### config.mk
export PLATFORM = sky130hd
export DESIGN_NAME = hbridge_ctrl_core
export DESIGN_NICKNAME = d
export VERILOG_FILES = /design/src/rtl/hb_pkg.sv /design/src/rtl/hb_sync2.sv /design/src/rtl/hb_fault_latch.sv /design/src/rtl/hb_leg.sv /design/src/rtl/hbridge_ctrl_core.sv
export SDC_FILE = /design/constraint.sdc
export NUM_CORES = 1
export LEC_CHECK = 0
export ABC_AREA = 1
export BUFFER_PORTS_ARGS = -buffer_cell sky130_fd_sc_hd__buf_2
export CAP_MARGIN = 20
export CELL_PAD_IN_SITES_DETAIL_PLACEMENT = 0
export CELL_PAD_IN_SITES_GLOBAL_PLACEMENT = 1
export CORE_MARGIN = 2
export CORE_UTILIZATION = 46
export DETAILED_ROUTE_END_ITERATION = 8
export PLACE_DENSITY = 0.91
export SLEW_MARGIN = 15
export SYNTH_ARGS = -nofsm -noshare
export SYNTH_HDL_FRONTEND = slang
export SYNTH_HIERARCHICAL = 1
export SYNTH_SLANG_ARGS = --single-unit
### constraint.sdc
create_clock -name clk -period 4.2 [get_ports clk]
set_clock_uncertainty 0.1 [all_clocks]
set_input_delay 0.63 -clock clk [delete_from_list [all_inputs] [get_ports clk]]
set_output_delay 0.63 -clock clk [all_outputs]
set_load 0.05 [all_outputs]
### src/rtl/hb_pkg.sv
package hb_pkg;

  typedef enum logic [1:0] {
    LEG_OFF = 2'd0,
    LEG_HI  = 2'd1,
    LEG_LO  = 2'd2
  } leg_cmd_e;

  // Wanted leg state from one command bit, the invert select and the block term
  function automatic leg_cmd_e leg_target(input logic cmd, input logic inv,
                                          input logic blocked);
    logic eff;
    eff = cmd ^ inv;
    if (blocked)  return LEG_OFF;
    else if (eff) return LEG_HI;
    else          return LEG_LO;
  endfunction

  // Any edge across a group of synchronized signals
  function automatic logic any_edge3(input logic [2:0] now_v,
                                     input logic [2:0] prev_v);
    return |(now_v ^ prev_v);
  endfunction

endpackage

### src/rtl/hb_sync2.sv
module hb_sync2 #(
  parameter int W = 1,
  parameter logic [W-1:0] RST_VAL = '0
) (
  input  logic         clk,
  input  logic         rst_n,
  input  logic [W-1:0] d_i,
  output logic [W-1:0] q_o
);
  logic [W-1:0] meta_q;
  logic [W-1:0] sync_q;

  always_ff @(posedge clk or negedge rst_n) begin
    if (!rst_n) begin
      meta_q <= RST_VAL;
      sync_q <= RST_VAL;
    end else begin
      meta_q <= d_i;
      sync_q <= meta_q;
    end
  end

  assign q_o = sync_q;
endmodule

### src/rtl/hb_fault_latch.sv
module hb_fault_latch
  import hb_pkg::*;
(
  input  logic       clk,
  input  logic       rst_n,
  input  logic [2:0] clr_src_i,   // synchronized disable/enable group
  input  logic       short_i,
  input  logic       hot_i,
  output logic       latched_o,
  output logic       clr_evt_o
);
  logic [2:0] src_prev_q;
  logic       latch_q;
  logic       flt_now;
  logic       src_edge;

  assign flt_now   = short_i | hot_i;
  assign src_edge  = any_edge3(clr_src_i, src_prev_q);
  assign clr_evt_o = latch_q & src_edge & ~flt_now;

  always_ff @(posedge clk or negedge rst_n) begin
    if (!rst_n) begin
      src_prev_q <= '0;
      latch_q    <= 1'b0;
    end else begin
      src_prev_q <= clr_src_i;
      if (flt_now)        latch_q <= 1'b1;
      else if (clr_evt_o) latch_q <= 1'b0;
    end
  end

  assign latched_o = latch_q;

  // a fault flag always sets the latch
  p_fault_sets_r6: assert property (@(posedge clk) disable iff (!rst_n)
    flt_now |=> latch_q);
  // latch holds unless a qualified clearing edge occurs
  p_latch_holds_r7: assert property (@(posedge clk) disable iff (!rst_n)
    (latch_q && !clr_evt_o) |=> latch_q);
  // latch never sets without a fault flag
  p_no_spurious_r7: assert property (@(posedge clk) disable iff (!rst_n)
    (!latch_q && !flt_now) |=> !latch_q);
endmodule

### src/rtl/hb_leg.sv
module hb_leg
  import hb_pkg::*;
#(
  parameter int DEAD_CYC = 4
) (
  input  logic clk,
  input  logic rst_n,
  input  logic cmd_i,
  input  logic inv_i,
  input  logic block_i,
  output logic hs_o,
  output logic ls_o
);
  localparam int CNT_W = $clog2(DEAD_CYC + 1);

  leg_cmd_e   tgt;
  leg_cmd_e   last_q;
  leg_cmd_e   drv_q;
  logic [CNT_W-1:0] gap_q;
  logic       tgt_change;

  assign tgt        = leg_target(cmd_i, inv_i, block_i);
  assign tgt_change = (tgt != last_q);

  always_ff @(posedge clk or negedge rst_n) begin
    if (!rst_n) begin
      last_q <= LEG_OFF;
      drv_q  <= LEG_OFF;
      gap_q  <= '0;
    end else if (tgt_change) begin
      last_q <= tgt;
      drv_q  <= LEG_OFF;
      gap_q  <= CNT_W'(DEAD_CYC);
    end else if (gap_q != '0) begin
      gap_q  <= gap_q - 1'b1;
    end else begin
      drv_q  <= tgt;
    end
  end

  assign hs_o = (drv_q == LEG_HI);
  assign ls_o = (drv_q == LEG_LO);

  // never both switches of one leg
  p_no_overlap_r10: assert property (@(posedge clk) disable iff (!rst_n)
    !(hs_o && ls_o));
  // a switch turns on only after a cycle with both off
  p_hs_gap_r9: assert property (@(posedge clk) disable iff (!rst_n)
    $rose(hs_o) |-> !$past(ls_o));
  p_ls_gap_r9: assert property (@(posedge clk) disable iff (!rst_n)
    $rose(ls_o) |-> !$past(hs_o));
  // a block forces the leg off on the next edge
  p_block_off_r6: assert property (@(posedge clk) disable iff (!rst_n)
    block_i |=> (!hs_o && !ls_o));
endmodule

### src/rtl/hbridge_ctrl_core.sv
module hbridge_ctrl_core
  import hb_pkg::*;
#(
  parameter int DEAD_CYC = 4
) (
  input  logic clk,
  input  logic rst_n,
  input  logic cmd_a,
  input  logic cmd_b,
  input  logic inv_sel,
  input  logic dis_hi,
  input  logic dis_lo_n,
  input  logic wake,
  input  logic short_flt,
  input  logic hot_flt,
  output logic leg_a_hs,
  output logic leg_a_ls,
  output logic leg_b_hs,
  output logic leg_b_ls,
  output logic stat_n
);
  localparam int NLEG  = 2;
  localparam int SYNCW = NLEG + 4;

  logic [SYNCW-1:0] raw_in;
  logic [SYNCW-1:0] syn_in;
  logic [NLEG-1:0]  cmd_s;
  logic             inv_s, dis_hi_s, dis_lo_s, wake_s;
  logic             fault_latched;
  logic             clr_evt;
  logic             bridge_block;
  logic [NLEG-1:0]  hs_v, ls_v;

  assign raw_in = {wake, dis_lo_n, dis_hi, inv_sel, cmd_b, cmd_a};

  hb_sync2 #(.W(SYNCW), .RST_VAL('0)) u_sync (
    .clk(clk), .rst_n(rst_n), .d_i(raw_in), .q_o(syn_in)
  );

  assign cmd_s    = syn_in[NLEG-1:0];
  assign inv_s    = syn_in[NLEG];
  assign dis_hi_s = syn_in[NLEG+1];
  assign dis_lo_s = syn_in[NLEG+2];
  assign wake_s   = syn_in[NLEG+3];

  hb_fault_latch u_flt (
    .clk(clk), .rst_n(rst_n),
    .clr_src_i({wake_s, dis_lo_s, dis_hi_s}),
    .short_i(short_flt), .hot_i(hot_flt),
    .latched_o(fault_latched), .clr_evt_o(clr_evt)
  );

  assign bridge_block = dis_hi_s | ~dis_lo_s | ~wake_s | fault_latched
                      | short_flt | hot_flt;

  for (genvar g = 0; g < NLEG; g++) begin : g_leg
    hb_leg #(.DEAD_CYC(DEAD_CYC)) u_leg (
      .clk(clk), .rst_n(rst_n),
      .cmd_i(cmd_s[g]), .inv_i(inv_s), .block_i(bridge_block),
      .hs_o(hs_v[g]), .ls_o(ls_v[g])
    );
  end

  assign leg_a_hs = hs_v[0];
  assign leg_a_ls = ls_v[0];
  assign leg_b_hs = hs_v[1];
  assign leg_b_ls = ls_v[1];
  assign stat_n   = ~fault_latched;

  // status low follows a fault flag on the next edge
  p_stat_low_r6: assert property (@(posedge clk) disable iff (!rst_n)
    (short_flt || hot_flt) |=> !stat_n);
  // a qualified clearing event releases the status on the next edge
  p_stat_release_r7: assert property (@(posedge clk) disable iff (!rst_n)
    clr_evt |=> stat_n);
  // a synchronized disable or sleep leaves every switch off next edge
  p_disable_off_r3: assert property (@(posedge clk) disable iff (!rst_n)
    (dis_hi_s || !dis_lo_s || !wake_s) |=> ($countones({hs_v, ls_v}) == 0));
endmodule

==> summary by stage, run 1 <==
Floorplan
The standard cell core area is 2760 um^2. The floorplan has 19 rows. The die outline area is between 3000 and 4000 um^2. 15 I/O pins were placed. The height of the die is 57.7 um. The width of the die is 57.7 um. For this configuration, the core starts out at a cell density of 48.0%.

Finish
Relative to the synthesized area, the layout overhead comes to 12.7%. The diode insertion count for antenna repair is 0. The post-layout net count is 181. The fill cell instance count of the final layout is 246. For this run, the share of the core covered by cells in the final layout is 54.2%.

For this run, the number of standard cells in the final layout without fillers is 199. In the final layout, the share of cells above drive strength 1 is 19.0%.

STA
Setup repair after global routing left no endpoint under its margin. The max-slew violation total from the final report is 0. After layout, the worst path uses 43.4% of the clock period.

Headroom to the max-slew limit came out at between 50% and 60%. The accumulated negative setup slack is 0 ps. The final count of hold timing violations is 0. The maximum clock rate is 0.549 GHz. The slew at the pin closest to its max-slew limit is 640 ps. The total of endpoints with negative setup slack in the final report is 0. The final critical delay including setup and external delays is 1820 ps.

The least setup slack across all paths after layout is 2380 ps.

Synth
The post-synthesis net count is 160. Dividing the synthesized area by the synthesized cell count gives 9.08 um^2. The cell area after synthesis is ~1300 um^2. Yosys printed 6 warnings. The gate count of the mapped netlist is 146.

Critical path
The worst stage delay on the critical path is 410 ps. Among all stages on the critical path, the largest delay is contributed by sky130_fd_sc_hd__dfrtp_1. The number of buffers and inverters on the critical path is 1. STA classifies the critical path endpoint as a primary output.

The top cell family by delay on the critical path is flip-flops. For the worst setup path, the data required time is around 3500 ps. The type of origin of the critical path is a flip-flop. The type of the setup path with the least slack is flip-flop to primary output. The critical-path maximum fanout is 3. The worst endpoint data arrival time is 1090 ps. The signal on the critical path passes through nor2_1, buf_2.

Drt
The number of vias per cell after detailed routing is 4.51. The number of nets with antenna violations after detailed routing is 0. Across all layers, the routed design uses 898 vias. For this block, the initial DRC count from the detailed router was 23.

The average wire length per cell after detail routing is between 9 and 10 um. The post-detailed-route DRC marker count is 0. Summed over all layers, the routed wires come to 1920 um. The first TritonRoute pass finished after 4 iterations.

Flow run
Across the run, the number of max-cap violations was 0.

Clock network
The H-tree generated during clock tree synthesis spans 2 levels. The insertion delay of the later-clocked pin in the worst-skew pair is 310 ps. Counting the buffers created by CTS gives 5.

The root buffer cell chosen for the clock tree is sky130_fd_sc_hd__clkbuf_4. The maximum count of clock buffers along a single path is 2. The total number of clock tree sinks is 30. The post-cts hold buffer count is 0. The post-CTS setup repair buffer count is 0. The TritonCTS clock tree is built. The number of resized instances in the post-cts repair step is 0.

After clock tree synthesis, the clock-pin slew on the worst setup and hold paths is 90 ps.

Hold path
The type of the tightest min-delay check is input pin to async pin.

Global routing
Global routing consumed, over all layers together, 14.5% of the routing resources. The maximum number of pins on one net before global-route repair is 31. The via count of the first global-routing pass is 889. The residual overflow from global routing is 0.

The initial antenna violation count was 0. The first-pass GRT wire length is 3570 um.

Place
The congestion estimate from routability-driven global placement came to 0.774. The placed wire-length estimate is 1440 um. During placement, the flow inserted port buffers numbering 14. The worst setup slack before clock tree synthesis is about 2300 ps. After detailed placement, the design holds a cell count of 191.

Run status
The flow ran to the end, and the final reports show no timing, DRC or antenna violations.

Power
For this design the static power due to leakage is 0.884 nW. IR analysis of the VDD net gives a maximum drop of 0.310 mV. For this design the ratio of total power to cell area is 466 nW/um^2.
[registers in the layout, indices dropped and copies added (netlist names)]
signal	flops
u_sync/q_o	6
u_flt/src_prev_q	3
g_leg.u_leg/drv_q	4
g_leg.u_leg/gap_q	6
u_sync/meta_q	6
u_flt/latched_o	1
g_leg.u_leg/last_q	4
[cell type report]
class / instances / area, um^2 / area share, %
Timing Repair Buffer: 14 / 70.1 / 4.69
Multi-Input combinational cell: 80 / 439 / 29.4
Sequential cell: 30 / 751 / 50.3
Tap cell: 31 / 38.8 / 2.60
Clock buffer: 7 / 55.1 / 3.69
Clock inverter: 1 / 5.00 / 0.335
Inverter: 36 / 135 / 9.05
[path summary, 6_finish.rpt]
path | startpoint | end | depth (start not counted) | slack [ps]
min reg2reg | u_sync/meta_q[5] | u_sync/q_o[5] | 0 | 250
min in group clk | u_sync/meta_q[5] | u_sync/q_o[5] | 0 | 250
max reg2reg | u_sync/q_o[5] | g_leg[0].u_leg/drv_q[0] | 10 | 2660
max | g_leg[1].u_leg/drv_q[1] | leg_b_hs | 2 | 2380
max in group asynchronous | rst_n | g_leg[0].u_leg/last_q[1] | 1 | 3350
min | rst_n | g_leg[0].u_leg/drv_q[0] | 1 | 230
[per-stage QoR]
step                hold WS [ps]  area, um^2  total power [mW]
floorplan                    231        1330             0.493
global placement             232        1430             0.524
detailed placement           236        1430             0.537
CTS                          243        1490             0.708
global route                 257        1490             0.757
finish                       234        1490             0.696
[where the power goes]
group | total (mW) | leakage, nW | internal (mW) | switching, mW
sequential | 0.351 | 0.369 | 0.330 | 0.0215
combinational | 0.177 | 0.480 | 0.0701 | 0.107
clock | 0.168 | 0.0353 | 0.0810 | 0.0869
total | 0.696 | 0.884 | 0.481 | 0.216
[per-layer routing]
layer / share of wire (%) / GRT usage (%) / up-vias
met5: 0 / 0 / -
met2: 46 / 24.0 / 14
li1: - / - / 480
met1: 47 / 16.5 / 400
met4: 2.0 / 7.97 / 0
met3: 4.5 / 4.69 / 4
[placed cells by master, fill, tap and decap left out]
cell and n:
sky130_fd_sc_hd__or2_1 1, sky130_fd_sc_hd__xnor2_1 3, sky130_fd_sc_hd__nand2_4 2, sky130_fd_sc_hd__nand3_1 21
sky130_fd_sc_hd__ha_1 4, sky130_fd_sc_hd__nor2_2 1, sky130_fd_sc_hd__buf_2 14, sky130_fd_sc_hd__nor2_4 2
sky130_fd_sc_hd__clkbuf_4 5, sky130_fd_sc_hd__nand2_1 31, sky130_fd_sc_hd__clkbuf_8 1, sky130_fd_sc_hd__clkinv_2 1
sky130_fd_sc_hd__dfrtp_1 30, sky130_fd_sc_hd__inv_1 34, sky130_fd_sc_hd__clkbuf_1 1, sky130_fd_sc_hd__nand2_2 2
sky130_fd_sc_hd__nand4_1 3, sky130_fd_sc_hd__inv_2 2, sky130_fd_sc_hd__nor2_1 6, sky130_fd_sc_hd__nand3_2 2
sky130_fd_sc_hd__o21ai_0 2
Power figures use the tool's default switching activity.
==> run 2, diff against run 1 <==
--- a/config.mk
+++ b/config.mk
@@ -5,15 +5,15 @@
 export SDC_FILE = /design/constraint.sdc
 export NUM_CORES = 1
 export LEC_CHECK = 0
-export ABC_AREA = 1
+export ABC_AREA = 0
 export BUFFER_PORTS_ARGS = -buffer_cell sky130_fd_sc_hd__buf_2
 export CAP_MARGIN = 20
 export CELL_PAD_IN_SITES_DETAIL_PLACEMENT = 0
 export CELL_PAD_IN_SITES_GLOBAL_PLACEMENT = 1
 export CORE_MARGIN = 2
-export CORE_UTILIZATION = 46
+export CORE_UTILIZATION = 40
 export DETAILED_ROUTE_END_ITERATION = 8
-export PLACE_DENSITY = 0.91
+export PLACE_DENSITY = 0.81
 export SLEW_MARGIN = 15
 export SYNTH_ARGS = -nofsm -noshare
 export SYNTH_HDL_FRONTEND = slang
==> constraint.sdc (replaced) <==
create_clock -name clk -period 1.6 [get_ports clk]
set_clock_uncertainty 0.1 [all_clocks]
set_input_delay 0.24 -clock clk [delete_from_list [all_inputs] [get_ports clk]]
set_output_delay 0.24 -clock clk [all_outputs]
set_load 0.05 [all_outputs]
==> run 2 against run 1 <==
Sequential power rose to 2.6 times the previous value. Count of clock-buffer cells in the layout down 2. The flow now finishes with violations (setup timing). First-iteration DRC count down 61%. Utilization up 3.1 points. Wire length up 10%. Global-route usage down 0.20 points. Synthesized cell count down 36%. Power rose to 2.7 times the previous value. Cell area up 7.5%.
==> summary by stage, run 2 <==
Run status
The run finished, with violations left. The checks that failed: setup timing.

Critical path
STA classifies the critical path endpoint as a flip-flop. The count of cells along the worst register-to-register path is 4. The worst endpoint data arrival time is ~2000 ps. The setup check on the worst reg-to-reg path leaves a slack of -290 ps. The critical path ends at g_leg[1].u_leg/gap_q[2]. STA puts the critical path data required time at 1720 ps. The type of the setup path with the least slack is flip-flop to flip-flop. The reg-to-reg startpoint is u_flt/latched_o.

The worst register-to-register path ends at g_leg[1].u_leg/gap_q[2]. The launching instance or port of the critical path is u_flt/latched_o. The type of origin of the critical path is a flip-flop.

The critical-path maximum fanout is 4.

Drt
The starting DRC count in detailed routing is 9. The number of iterations in the first detailed-routing pass is 3. Using the TritonRoute via totals, the vias-per-cell ratio works out to 4.94.

The wire length after detailed routing is 2110 um. The detail route stage leaves a number of antenna-violating nets equal to 0. The post-detailed-route DRC marker count is 0. The average wire length per cell after detail routing is approximately 13 um. Detailed routing inserted a total of 825 vias.

STA
In the finished design, the share of the clock period the worst path needs comes to 118%. The final count of hold timing violations is 0. The maximum clock rate is roughly 0.53 GHz. At the pin with the least slew margin, the transition time is 655 ps. The headroom to the max-slew limit is a little under three fifths. Once routing completed, OpenROAD measured the worst setup slack at -289 ps.

The max-slew violation total from the final report is 0. Setup violations remaining at the end of the flow were counted as 10. Setup repair after global routing could not meet its margin everywhere. The final critical delay including setup and external delays is about 1900 ps.

Finish
Leaving out fill and tap cells, the most frequent cells in the layout are 30 x sky130_fd_sc_hd__dfrtp_1, 13 x sky130_fd_sc_hd__buf_4, 13 x sky130_fd_sc_hd__buf_2, 8 x sky130_fd_sc_hd__inv_1, 7 x sky130_fd_sc_hd__dlygate4sd3_1. The number of antenna diodes in the final layout is 0. At the end of the flow, the number of nets in the layout was 150.

The area overhead of the layout relative to synthesis is 33.0%. The final core utilization is 57.2%. Excluding fillers, the count of instances in the completed layout stands at 167. The library cell used most frequently in the layout, excluding fill and tap cells, is sky130_fd_sc_hd__dfrtp_1.

With fillers left out, the area of the finished cells amounts to 1610 um^2. Of the cells placed in the final design, the portion with a size suffix greater than 1 is 38.2%.

Clock network
The clock passes through at most 2 buffers. Clock-pin slew was measured on the worst setup and hold paths at 90 ps. The insertion delay of the later-clocked pin in the worst-skew pair is between 300 and 400 ps. Clock tree synthesis inserted a total of 5 buffers. The TritonCTS clock tree is built. The clock net in this run drives a total of 30 sinks. The H-tree was split into 2 levels.

The clock root buffer is sky130_fd_sc_hd__clkbuf_4.

Floorplan
The die outline area is 3470 um^2. In this run the core area contains 19 standard-cell rows. The die is between 50 and 60 um tall. From left edge to right edge, the die measures approximately 59 um. Once the floorplan was initialized, standard cells occupied 43.0% of the core. The core region is around 2800 um^2. The number of ports placed on the die boundary is 15.

Synth
The gate count of the mapped netlist is slightly above 90. The cell area that synthesis handed to floorplanning was 1210 um^2. During synthesis, Yosys emitted a total of 6 warnings. The mean post-synth cell area is 13.0 um^2.

The number of nets in the synthesized netlist is ~110.

Global routing
The via count of the first global-routing pass is approximately 840. Entering global routing, the biggest net connects 31 pins. The initial antenna violation count was 0. For this run, the total global-route usage over all layers was measured as 14.3%. The residual overflow from global routing is 0. The first-pass GRT wire length is 3500 um.

Place
The instance area at placement is 1410 um^2. The number of cells after detailed placement is 150. Buffers placed on the I/O ports in this run total 14. The congestion estimate from routability-driven global placement came to about 0.7. The placed wire-length estimate is 1330 um.

Power
Summed over all cells, the static leakage comes to 0.775 nW. VDD sags by at most 0.659 mV. The total power density per cell area is 1150 nW/um^2.

Flow run
The max-capacitance violation count is 0.

Hold path
The type of the tightest min-delay check is input pin to flip-flop.
-- run 2: how the worst min path moves through the flow --
stage | from | to | slack [ps] | cells past startpoint
2_1_floorplan | rst_n | g_leg[0].u_leg/drv_q[0] | -160 | 0
3_3_place_gp | rst_n | g_leg[1].u_leg/gap_q[0] | 190 | 1
3_5_place_dp | rst_n | g_leg[1].u_leg/gap_q[1] | 210 | 1
4_1_cts | short_flt | u_flt/latched_o | 10 | 3
5_1_grt | hot_flt | u_flt/latched_o | 20 | 3
6_report | short_flt | u_flt/latched_o | 30 | 3
-- run 2: per-layer routing --
layer  track usage [%]  wire length, um
met3              4.62               93
met4              10.7               56
met2              23.3             1070
met5                 0                0
met1              15.3              895
-- run 2: where the power goes --
group / total, mW / internal (mW) / switching (mW)
logic: 0.528 / 0.260 / 0.267
registers: 0.920 / 0.864 / 0.0554
clock network: 0.399 / 0.157 / 0.242
-- run 2: layout make-up --
cell class | count | area [um^2]
inverters | 8 | 30.0
multi-input cells | 55 | 472
flip-flops and latches | 30 | 751
fillers | 238 | 1200
repair buffers | 36 | 267
clock inverters | 2 | 10.0
well taps | 31 | 38.8
clock buffers | 5 | 37.5
-- run 2: timing repair --
action                                 CTS  global route
buffers inserted                         1             2
setup endpoints to repair               10            10
endpoints found under the hold margin   36             0
resized for setup                        0            15
hold buffers                             7             0
pin swaps                                1             3
-- run 2: stage by stage --
stage / TNS, ps / setup WS (ps) / hold slack, ps / total power, mW
2_1_floorplan: -2240 / -378 / -156 / 1.28
5_1_grt: -3180 / -372 / 18.4 / 1.99
4_1_cts: -2390 / -284 / 12.6 / 1.84
6_report: -2220 / -289 / 29.7 / 1.85
3_3_place_gp: -1830 / -217 / 195 / 1.38
3_5_place_dp: -2160 / -265 / 210 / 1.41
-- run 2: critical path: stages (launching register included) --
cell and delay (ps):
sky130_fd_sc_hd__dfrtp_1 400, sky130_fd_sc_hd__nor4b_2 210, sky130_fd_sc_hd__nand3b_1 200, sky130_fd_sc_hd__or4b_4 580, sky130_fd_sc_hd__a221o_1 300
